===== src/rtl/rx_pkg.sv =====
package rx_pkg;
    localparam int RX_BYTE_W = 8;

    typedef enum logic [2:0] {
        RX_IDLE,
        RX_START,
        RX_DATA,
        RX_PARITY,
        RX_STOP
    } rx_state_e;
endpackage


===== src/rtl/rx_sync.sv =====
module rx_sync #(
    parameter int STAGES = 2
) (
    input  logic clk,
    input  logic rst_n,
    input  logic din,
    output logic dout
);
    generate
        if (STAGES <= 1) begin : g_single
            logic q;
            always_ff @(posedge clk or negedge rst_n) begin
                if (!rst_n) q <= 1'b1;
                else        q <= din;
            end
            assign dout = q;
        end else begin : g_chain
            logic [STAGES-1:0] q;
            always_ff @(posedge clk or negedge rst_n) begin
                if (!rst_n) q <= '1;
                else        q <= {q[STAGES-2:0], din};
            end
            assign dout = q[STAGES-1];
        end
    endgenerate
endmodule


===== src/rtl/rx_fsm.sv =====
module rx_fsm
    import rx_pkg::*;
#(
    parameter int OVERSAMPLE = 16
) (
    input  logic                 clk,
    input  logic                 rst_n,
    input  logic                 tick,
    input  logic                 line,
    input  logic [2:0]           last_idx,
    input  logic                 parity_on,
    output logic                 load,
    output logic [RX_BYTE_W-1:0] shift_word,
    output logic                 par_bit,
    output logic                 stop_ok
);
    localparam int CNT_W = $clog2(OVERSAMPLE);
    localparam logic [CNT_W-1:0] MID_T  = CNT_W'(OVERSAMPLE / 2 - 1);
    localparam logic [CNT_W-1:0] LAST_T = CNT_W'(OVERSAMPLE - 1);

    rx_state_e        state, state_nx;
    logic [CNT_W-1:0] cnt;
    logic [2:0]       bit_idx;
    logic             prev_line;
    logic             cnt_clr, shift_en, par_en;

    // state register
    always_ff @(posedge clk or negedge rst_n) begin
        if (!rst_n) state <= RX_IDLE;
        else        state <= state_nx;
    end

    // next state and strobes
    always_comb begin
        state_nx = state;
        cnt_clr  = 1'b0;
        shift_en = 1'b0;
        par_en   = 1'b0;
        load     = 1'b0;
        unique case (state)
            RX_IDLE: begin
                if (tick && prev_line && !line) begin
                    state_nx = RX_START;
                    cnt_clr  = 1'b1;
                end
            end
            RX_START: begin
                if (tick && cnt == MID_T) begin
                    cnt_clr  = 1'b1;
                    state_nx = line ? RX_IDLE : RX_DATA;
                end
            end
            RX_DATA: begin
                if (tick && cnt == LAST_T) begin
                    cnt_clr  = 1'b1;
                    shift_en = 1'b1;
                    if (bit_idx == last_idx)
                        state_nx = parity_on ? RX_PARITY : RX_STOP;
                end
            end
            RX_PARITY: begin
                if (tick && cnt == LAST_T) begin
                    cnt_clr  = 1'b1;
                    par_en   = 1'b1;
                    state_nx = RX_STOP;
                end
            end
            RX_STOP: begin
                if (tick && cnt == LAST_T) begin
                    cnt_clr  = 1'b1;
                    load     = 1'b1;
                    state_nx = RX_IDLE;
                end
            end
            default: state_nx = RX_IDLE;
        endcase
    end

    // datapath: tick counter, bit index, shift register, parity capture
    always_ff @(posedge clk or negedge rst_n) begin
        if (!rst_n) begin
            cnt        <= '0;
            bit_idx    <= '0;
            prev_line  <= 1'b1;
            shift_word <= '0;
            par_bit    <= 1'b0;
        end else begin
            if (tick) begin
                cnt       <= cnt_clr ? '0 : cnt + 1'b1;
                prev_line <= line;
            end
            if (state != RX_DATA) bit_idx <= '0;
            else if (shift_en)    bit_idx <= bit_idx + 1'b1;
            if (shift_en) shift_word <= {line, shift_word[RX_BYTE_W-1:1]};
            if (par_en)   par_bit    <= line;
        end
    end

    assign stop_ok = line;
endmodule


===== src/rtl/rx_hold.sv =====
module rx_hold
    import rx_pkg::*;
(
    input  logic                 clk,
    input  logic                 rst_n,
    input  logic                 load,
    input  logic [RX_BYTE_W-1:0] shift_word,
    input  logic [1:0]           word_len,
    input  logic                 par_bit,
    input  logic                 parity_on,
    input  logic                 parity_even,
    input  logic                 stop_ok,
    input  logic                 clear_n,
    output logic [RX_BYTE_W-1:0] data_q,
    output logic                 avail_q,
    output logic                 ovr_q,
    output logic                 fe_q,
    output logic                 pe_q
);
    logic [2:0]           drop;
    logic [RX_BYTE_W-1:0] justified;
    logic                 odd_sum;

    always_comb begin
        drop      = 3'd3 - {1'b0, word_len};
        justified = shift_word >> drop;
        odd_sum   = (^justified) ^ par_bit;
    end

    always_ff @(posedge clk or negedge rst_n) begin
        if (!rst_n) begin
            data_q  <= '0;
            avail_q <= 1'b0;
            ovr_q   <= 1'b0;
            fe_q    <= 1'b0;
            pe_q    <= 1'b0;
        end else if (load) begin
            data_q  <= justified;
            avail_q <= 1'b1;
            ovr_q   <= avail_q;
            fe_q    <= !stop_ok;
            pe_q    <= parity_on && (odd_sum ^ !parity_even);
        end else if (!clear_n) begin
            avail_q <= 1'b0;
        end
    end
endmodule


===== src/rtl/async_rx.sv =====
module async_rx
    import rx_pkg::*;
#(
    parameter int OVERSAMPLE  = 16,
    parameter int SYNC_STAGES = 2
) (
    input  logic                 clk,
    input  logic                 rst_n,
    input  logic                 tick16,
    input  logic                 rx_line,
    input  logic [1:0]           word_len,
    input  logic                 parity_off,
    input  logic                 parity_even,
    input  logic                 clear_avail_n,
    output logic [RX_BYTE_W-1:0] rx_byte,
    output logic                 avail,
    output logic                 overrun,
    output logic                 frame_err,
    output logic                 parity_err
);
    logic                 line_s;
    logic                 load;
    logic [RX_BYTE_W-1:0] shift_word;
    logic                 par_bit;
    logic                 stop_ok;
    logic [2:0]           last_idx;

    assign last_idx = {1'b0, word_len} + 3'd4;

    rx_sync #(.STAGES(SYNC_STAGES)) u_sync (
        .clk  (clk),
        .rst_n(rst_n),
        .din  (rx_line),
        .dout (line_s)
    );

    rx_fsm #(.OVERSAMPLE(OVERSAMPLE)) u_fsm (
        .clk       (clk),
        .rst_n     (rst_n),
        .tick      (tick16),
        .line      (line_s),
        .last_idx  (last_idx),
        .parity_on (!parity_off),
        .load      (load),
        .shift_word(shift_word),
        .par_bit   (par_bit),
        .stop_ok   (stop_ok)
    );

    rx_hold u_hold (
        .clk        (clk),
        .rst_n      (rst_n),
        .load       (load),
        .shift_word (shift_word),
        .word_len   (word_len),
        .par_bit    (par_bit),
        .parity_on  (!parity_off),
        .parity_even(parity_even),
        .stop_ok    (stop_ok),
        .clear_n    (clear_avail_n),
        .data_q     (rx_byte),
        .avail_q    (avail),
        .ovr_q      (overrun),
        .fe_q       (frame_err),
        .pe_q       (parity_err)
    );
endmodule


===== config.mk =====
export PLATFORM = sky130hd
export DESIGN_NAME = async_rx
export DESIGN_NICKNAME = d
export VERILOG_FILES = /design/src/rtl/rx_pkg.sv /design/src/rtl/rx_sync.sv /design/src/rtl/rx_fsm.sv /design/src/rtl/rx_hold.sv /design/src/rtl/async_rx.sv
export SDC_FILE = /design/constraint.sdc
export NUM_CORES = 1
export LEC_CHECK = 0
export ABC_AREA = 1
export BUFFER_PORTS_ARGS = -buffer_cell sky130_fd_sc_hd__buf_2
export CORE_MARGIN = 3
export CORE_UTILIZATION = 59
export CTS_BUF_LIST = sky130_fd_sc_hd__clkbuf_4
export CTS_CLUSTER_DIAMETER = 150
export DETAILED_ROUTE_END_ITERATION = 8
export HOLD_SLACK_MARGIN = 0.1
export PLACE_DENSITY = 0.83
export SLEW_MARGIN = 25
export SYNTH_ARGS = -nofsm -noshare
export SYNTH_HDL_FRONTEND = slang
export SYNTH_HIERARCHICAL = 1
export SYNTH_SLANG_ARGS = --single-unit
export TNS_END_PERCENT = 20

===== constraint.sdc =====
create_clock -name clk -period 3 [get_ports clk]
set_input_delay 0.75 -clock clk [delete_from_list [all_inputs] [get_ports clk]]
set_output_delay 0.75 -clock clk [all_outputs]
set_load 0.01 [all_outputs]

==> flow_summary.ini, run 1 <==
[detailed_routing]
drc = 0
wl_per_cell_um = 11.8
routed_wirelength_um = 4120
wl_met3_um = 154
route.met2.wl_um = 1940
first_iter_violations = 120
viasPerCell = 5.18
ant_nets = 0
routedLengthMet1_um = 1950
vias = 1808
firstDrtPassIters = 4
maxUsedRoutingLayer = met4

[worst_setup_path]
cp-end-kind = register
r2r-end = u_hold/data_q[3]$_DFFE_PN0P_
r2r_slack_ns = 1.27
rr_startpoint = u_fsm/cnt[0]$_DFFE_PN0P_
cp.arrival_ns = 2.05
criticalPathCategory = in -> reg
startpoint_type = input pin
worst_r2r_path_depth = 6
crit_path_max_fanout = 18
critPathRequiredTime_ns = 3.23

[sta]
whs_ns = 0.364
maxSlewHeadroom_pct = 49.3
slew_violations = 0
rsz0062_at_grt = false
finClkSkew_ns = 0.0162
setup_tns_ns = 0
hold_viol_final = 0
fin_crit_sh_pct = 60.7
period_minus_slack_ns = 1.82
max_freq_mhz = 549
tightest_slew_ns = 0.761
setup_viol = 0

[finish]
final_nets = 313
n_antenna_cell = 0
fin_util_pct = 67.4
regArea_um2 = 855
drive_above_1_share_pct = 24.8
final_common_cell = nand2_1
multiInputGateArea_um2 = 1130
area_growth_pct = 6.25
nFillCells = 295
stdcell_count = 349
mostFrequentLayoutCells = nand2_1, nand3_1, dfrtp_1

[clocking]
cts-buffers-inserted = 5
clkSinkCount = 34
cts_root_buffer = clkbuf_4
cts_hold_buf = 0
clock_latency_ns = 0.34
clk_pin_slew_ns = 0.10
htreeDepth = 2
cts_resized = 0
cts_tree = built
clk_path_buf_depth = 2
postCtsSetupBuffers = 0

[yosys]
syn_area_per_cell_um2 = 7.63
synth.area.top_cells = dfrtp_1, nand2_1, nand3_1, nand2_2, dfstp_2
yosys_warnings = 6
synth.distinct_cells = 34
syn-num-nets = 297
synth_top_cell_area_share_pct = 35.6
netlist_instances = 286
synth_area_leader_cell = dfrtp_1
synth.ff_latch_count = 34
seq_area_frac_synth_pct = 39.2
synth_area_um2 = 2180

[pwr]
vdd_drop_max_v = 0.000440
power_switching_w = 0.000529
swShare_pct = 38.0
clkPwrFrac_pct = 24.0
power.density_nw_per_um2 = 601
power.leakage_nw = 1.30
comb_power_share_pct = 32.3
power.internal_w = 0.000865
sequentialPowerShare_pct = 43.7

[placed_design]
post-dp-hpwl_um = 3030
io_buffers = 20
routabilityCongestion = 0.847
dp.cells = 341

[global_route]
antenna_found_initial = 0
grt_overflow = 0
grt_max_degree = 35
grt_pass1_vias = 1742
grt_usage_pct = 21.3
grt_pass1_wl_um = 7230

[worst_hold_path]
hp-class = reg -> reg
min_to = u_sync/g_chain.q[1]$_DFF_PN1_
hold_path.startpoint = u_sync/g_chain.q[0]$_DFF_PN1_
hold_depth = 0

[die]
die_w_um = 66.8
fp.coreArea_um2 = 3440
num_io_pins = 21
initial_utilization_pct = 63.4
die_area_um2 = 4460
die_h_um = 66.8
rows = 21

[job]
maxCapViolCount = 0

[status]
status = finished clean
[per-stage QoR]
step	instance area (um^2)	worst slack, ns	total power [W]
after floorplan	2180	1.24	0.000979
after global placement	2240	0.956	0.00105
after detailed placement	2240	0.863	0.00106
after CTS	2320	1.18	0.00140
after global routing	2320	1.04	0.00151
final	2320	1.18	0.00139
[routing by layer]
metal,vias up,global-route usage [%]
li1,947,-
met1,821,26.4
met2,32,35.8
met3,8,4.05
met4,0,9.14
met5,-,0
[power groups by stage]
| stage | logic (W) | clock network, W | registers (W) |
|---|---|---|---|
| after floorplan | 0.000379 | 0 | 0.000600 |
| after global placement | 0.000438 | 0 | 0.000613 |
| after detailed placement | 0.000449 | 0 | 0.000614 |
| after CTS | 0.000451 | 0.000343 | 0.000607 |
| after global routing | 0.000525 | 0.000358 | 0.000622 |
| final | 0.000449 | 0.000335 | 0.000609 |
[worst max-delay path, stage by stage]
cell and delay, ns:
buf_2 0.30, inv_4 0.15, nand2_1 0.14, nand3_1 0.11, nand2_2 0.13, nand2_1 0.07, nand2_1 0.06, nand2_1 0.04
nand2_1 0.08, nand3_1 0.08, nand3_1 0.09, nand2_1 0.05
[cell type report]
cell class | count | share of cell area (%)
Clock buffer | 6 | 1.94
Clock inverter | 2 | 1.46
Inverter | 25 | 4.16
Multi-Input combinational cell | 216 | 48.8
Sequential cell | 34 | 36.9
Tap cell | 46 | 2.48
Timing Repair Buffer | 20 | 4.32
[logic make-up after synthesis]
family                     share of synthesized area (%)
DFF                                                 39.2
AOI/OAI and AO/OA                                   7.40
adders and majority gates                           1.15
xor gates and xnor gates                            2.01
and+or+nand+nor                                     41.1
buffers and inverters                               9.00
other                                              0.172
[cells in the mapped netlist (all sizes together)]
cell type / instances
nand2: 119
nand3: 39
dfrtp: 31
inv: 25
o21ai: 18
nor2: 15
buf: 9
a21oi: 7
nand4: 5
dfstp: 3
xnor2: 3
clkbuf: 2
ha: 2
nor3: 2
xor2: 2
a31oi: 1
conb: 1
nor3b: 1
or2: 1
[registers in the layout (all words and copies together) (netlist names)]
register          count
u_fsm/bit_idx         3
u_fsm/cnt             4
u_fsm/par_bit         1
u_fsm/prev_line       1
u_fsm/shift_word      8
u_fsm/state           3
u_hold/avail_q        1
u_hold/data_q         8
u_hold/fe_q           1
u_hold/ovr_q          1
u_hold/pe_q           1
u_sync/g_chain.q      2
[worst max-delay path by stage]
stage | start | to | slack [ns] | cells past startpoint
floorplan | word_len[0] | u_hold/pe_q$_DFFE_PN0P_ | 1.24 | 14
global placement | word_len[0] | u_hold/pe_q$_DFFE_PN0P_ | 0.96 | 14
detailed placement | word_len[0] | u_hold/pe_q$_DFFE_PN0P_ | 0.86 | 12
CTS | word_len[0] | u_hold/pe_q$_DFFE_PN0P_ | 1.18 | 12
global route | word_len[0] | u_hold/pe_q$_DFFE_PN0P_ | 1.04 | 14
finish | word_len[0] | u_hold/pe_q$_DFFE_PN0P_ | 1.18 | 12
Note: power is estimated with default switching activity, not from simulation.
==> inputs of run 2 (changes only) <==
- clock period: 3 -> 1.9 ns (I/O delays scaled with it)
==> flow_summary.ini, run 2 (synthesized netlist as in run 1, its figures left out) <==
[status]
status = finished clean

[worst_setup_path]
criticalPathCategory = reg -> reg
cpPeakStageDelay_ns = 0.41
path_cells = ha_1, nand4_1, nor2_1, inv_1, nand2_1, o21ai_0
crit_buf_inv = 1
crit_family = simple AND/OR/NAND/NOR gates
critPathRequiredTime_ns = 2.10
startpoint_type = register
crit_path_max_fanout = 21
cp.arrival_ns = 1.86
cp-end-kind = register
worst_path_max_delay_cell = dfrtp_1

[sta]
finClkSkew_ns = 0.0163
maxSlewHeadroom_pct = 64.0
setup_tns_ns = 0
rsz0062_at_grt = false
setup_viol = 0
tightest_slew_ns = 0.539
slew_violations = 0
period_minus_slack_ns = 1.66
hold_viol_final = 0
fin_crit_sh_pct = 87.3
max_freq_mhz = 603

[clocking]
clk_pin_slew_ns = 0.11
clk_path_buf_depth = 2
clkSinkCount = 34
cts_root_buffer = clkbuf_4
clock_latency_ns = 0.34
htreeDepth = 2
postCtsSetupBuffers = 0
cts-buffers-inserted = 5
cts_tree = built

[detailed_routing]
vias = 1880
ant_nets = 0
first_iter_violations = 140
wl_per_cell_um = 11.6
firstDrtPassIters = 4
drc = 0
routed_wirelength_um = 4140
viasPerCell = 5.27

[pwr]
vdd_drop_max_v = 0.000642
power.internal_w = 0.00138
clkPwrFrac_pct = 24.0
power_switching_w = 0.000845
sequentialPowerShare_pct = 43.3
total_power_w = 0.00222
power.leakage_nw = 1.34
comb_power_share_pct = 32.7
swShare_pct = 38.0
power.density_nw_per_um2 = 929

[global_route]
grt_pass1_wl_um = 7170
grt_usage_pct = 21.1
grt_overflow = 0
antenna_found_initial = 0
grt_pass1_vias = 1642
grt_max_degree = 22

[finish]
regArea_um2 = 855
multiInputGateArea_um2 = 1130
n_antenna_cell = 0
final_common_cell = nand2_1
nFillCells = 292
final_nets = 321
drive_above_1_share_pct = 26.4
area_growth_pct = 9.69
mostFrequentLayoutCells = nand2_1, nand3_1, dfrtp_1
top_regs = u_fsm/shift_word (8), u_hold/data_q (8), u_fsm/cnt (4)

[die]
die_area_um2 = 4460
rows = 21
initial_utilization_pct = 63.4
fp.coreArea_um2 = 3440
die_w_um = 66.8
num_io_pins = 21
die_h_um = 66.8

[worst_hold_path]
hp-class = in -> reg

[placed_design]
io_buffers = 20
post-dp-hpwl_um = 3180
routabilityCongestion = 0.915

[job]
maxCapViolCount = 0
[run 2: area by class of cell]
| class | instances | share of cell area, % |
|---|---|---|
| multi-input cells | 216 | 47.3 |
| flip-flops and latches | 34 | 35.7 |
| repair buffers | 28 | 7.32 |
| inverters | 25 | 4.03 |
| well taps | 46 | 2.40 |
| clock buffers | 6 | 1.88 |
| clock inverters | 2 | 1.41 |
[run 2: metrics by stage]
step,instance area (um^2),utilization [%],hold WS [ns],instances,setup slack (ns)
6_report,2390,69.5,0.216,357,0.241
5_1_grt,2390,69.5,0.203,357,0.00340
4_1_cts,2390,69.5,0.206,357,0.253
3_5_place_dp,2300,67.0,0.351,348,0.126
3_3_place_gp,2300,67.0,0.345,348,0.202
2_1_floorplan,2180,-,0.179,286,0.410
[run 2: worst register-to-register path, stage by stage, from the launching register on]
cell     delay [ns]
dfrtp_1        0.41
ha_1           0.27
nand4_1        0.18
nor2_1         0.17
inv_1          0.27
nand2_1        0.15
o21ai_0        0.08
[run 2: power groups by stage]
stage                     sequential (W)  clock, W  combinational, W
final                           0.000962  0.000533          0.000728
after global routing            0.000978  0.000562          0.000841
after CTS                       0.000961  0.000544          0.000730
after detailed placement        0.000974         0          0.000722
after global placement          0.000967         0          0.000700
after floorplan                 0.000947         0          0.000598
[run 2: repair_timing]
action / 4_1_cts / 5_1_grt
resized for setup: 0 / 0
hold endpoints to repair: 15 / 0
hold buffers: 1 / 0
[run 2: worst paths after layout]
path	start	to	slack [ns]	cells after the start
max	u_fsm/cnt[0]$_DFFE_PN0P_	u_hold/data_q[1]$_DFFE_PN0P_	0.24	6
min	rx_line	u_sync/g_chain.q[0]$_DFF_PN1_	0.22	1
max reg2reg	u_fsm/cnt[0]$_DFFE_PN0P_	u_hold/data_q[1]$_DFFE_PN0P_	0.24	6
min reg2reg	u_sync/g_chain.q[0]$_DFF_PN1_	u_sync/g_chain.q[1]$_DFF_PN1_	0.36	0
max in group asynchronous	rst_n	u_fsm/shift_word[1]$_DFFE_PN0P_	0.87	3
min in group asynchronous	rst_n	u_hold/data_q[7]$_DFFE_PN0P_	0.59	2
[run 2: routing by layer]
layer / GRT usage (%) / up-vias / routed length [um]
li1: - / 966 / -
met1: 28.7 / 865 / 2050
met2: 31.8 / 41 / 1800
met3: 5.06 / 8 / 191
met4: 9.39 / 0 / 98
met5: 0 / - / 0
==> inputs of run 3 (changes only) <==
- CTS_BUF_LIST: sky130_fd_sc_hd__clkbuf_4 -> default
==> flow_summary.ini, run 3 (synthesized netlist as in run 1, its figures left out) <==
[detailed_routing]
vias = 1887
routed_wirelength_um = 4180
ant_nets = 0
viasPerCell = 5.30
first_iter_violations = 106
firstDrtPassIters = 4
drc = 0
wl_per_cell_um = 11.7

[pwr]
power.leakage_nw = 1.35
total_power_w = 0.00238
swShare_pct = 36.2
power_switching_w = 0.000862
sequentialPowerShare_pct = 40.5
vdd_drop_max_v = 0.000634
comb_power_share_pct = 30.5
clkPwrFrac_pct = 29.0
power.internal_w = 0.00152
power.density_nw_per_um2 = 983

[placed_design]
io_buffers = 20
placed_area_um2 = 2300
routabilityCongestion = 0.915
post-dp-hpwl_um = 3180

[finish]
area_growth_pct = 11.0
final_cell_area_um2 = 2420
fin_util_pct = 70.3
final_common_cell = nand2_1
n_antenna_cell = 0
drive_above_1_share_pct = 26.5
top_regs = u_fsm/shift_word (8), u_hold/data_q (8), u_fsm/cnt (4)
final_nets = 320
mostFrequentLayoutCells = nand2_1, nand3_1, dfrtp_1

[worst_setup_path]
crit_path_max_fanout = 21
worst_path_max_delay_cell = dfrtp_1
rr_startpoint = u_fsm/cnt[0]$_DFFE_PN0P_
crit_start = u_fsm/cnt[0]$_DFFE_PN0P_
cpPeakStageDelay_ns = 0.39
crit_buf_inv = 1
critPathRequiredTime_ns = 2.05
crit_family = simple AND/OR/NAND/NOR gates
startpoint_type = register
worst_r2r_path_depth = 6
path_cells = ha_1, nand4_1, nor2_1, inv_1, nand2_1, o21ai_0
cp.arrival_ns = 1.80
criticalPathCategory = reg -> reg
r2r-end = u_hold/data_q[1]$_DFFE_PN0P_
r2r_slack_ns = 0.24
cp-end-kind = register

[sta]
fin_crit_sh_pct = 87.1
max_freq_mhz = 604
finClkSkew_ns = 0.0102
setup_tns_ns = 0
hold_viol_final = 0
period_minus_slack_ns = 1.66
slew_violations = 0
whs_ns = 0.108
tightest_slew_ns = 0.543
rsz0062_at_grt = false
maxSlewHeadroom_pct = 63.7
setup_viol = 0

[die]
fp.coreArea_um2 = 3440
die_h_um = 66.8
rows = 21
num_io_pins = 21
die_area_um2 = 4460
die_w_um = 66.8
initial_utilization_pct = 63.4

[global_route]
grt_max_degree = 22
grt_overflow = 0
antenna_found_initial = 0
grt_pass1_wl_um = 7180
grt_pass1_vias = 1678
grt_usage_pct = 21.2

[job]
maxCapViolCount = 0

[worst_hold_path]
hp-class = in -> async

[clocking]
htreeDepth = 2
clock_latency_ns = 0.29
cts_resized = 0
postCtsSetupBuffers = 0
cts-buffers-inserted = 5
cts_tree = built
cts_hold_buf = 0
cts_root_buffer = clkbuf_8
clk_pin_slew_ns = 0.07
clk_path_buf_depth = 2
clkSinkCount = 34

[status]
status = finished clean
==> run 3: changes by cell type in the layout (fill, tap and decap cells not counted) <==
cell           change
clkbuf_4           -6
clkbuf_8           +6
dlygate4sd3_1      -1
clkinv_1           -1
clkbuf_1           +1
==> run 3: worst max path at each step <==
stage                              endpoint  slack (ns)  cells past startpoint
2_1_floorplan       u_hold/pe_q$_DFFE_PN0P_        0.41                     14
3_3_place_gp        u_hold/pe_q$_DFFE_PN0P_        0.20                     13
3_5_place_dp        u_hold/pe_q$_DFFE_PN0P_        0.13                     13
4_1_cts        u_hold/data_q[1]$_DFFE_PN0P_        0.27                      6
5_1_grt        u_hold/data_q[6]$_DFFE_PN0P_        0.02                      6
6_report       u_hold/data_q[1]$_DFFE_PN0P_        0.24                      6
==> run 3: per-stage QoR <==
stage	cells	worst slack [ns]
after floorplan	286	0.410
after detailed placement	348	0.126
after CTS	356	0.266
after global placement	348	0.202
after global routing	356	0.0199
final	356	0.244
==> run 3: power groups by stage <==
| stage | combinational (W) | clock, W | sequential, W |
|---|---|---|---|
| 2_1_floorplan | 0.000598 | 0 | 0.000947 |
| 3_3_place_gp | 0.000700 | 0 | 0.000967 |
| 3_5_place_dp | 0.000722 | 0 | 0.000974 |
| 4_1_cts | 0.000728 | 0.000698 | 0.000962 |
| 5_1_grt | 0.000838 | 0.000716 | 0.000979 |
| 6_report | 0.000726 | 0.000690 | 0.000963 |
==> run 3: layer usage <==
layer / share of wire (%) / up-vias / GRT usage (%)
met5: 0 / - / 0
met4: 2.2 / 0 / 12.2
met3: 6.7 / 9 / 4.05
met2: 44 / 61 / 32.1
met1: 47 / 855 / 28.2
li1: - / 962 / -
==> run 3: layout make-up <==
type | instances | area, um^2
clock buffer | 7 | 86.3
tap | 46 | 57.6
multi-input combinational | 216 | 1130
sequential | 34 | 855
fill | 287 | 1020
clock inverter | 1 | 30.0
inverter | 25 | 96.3
timing repair buffer | 27 | 165
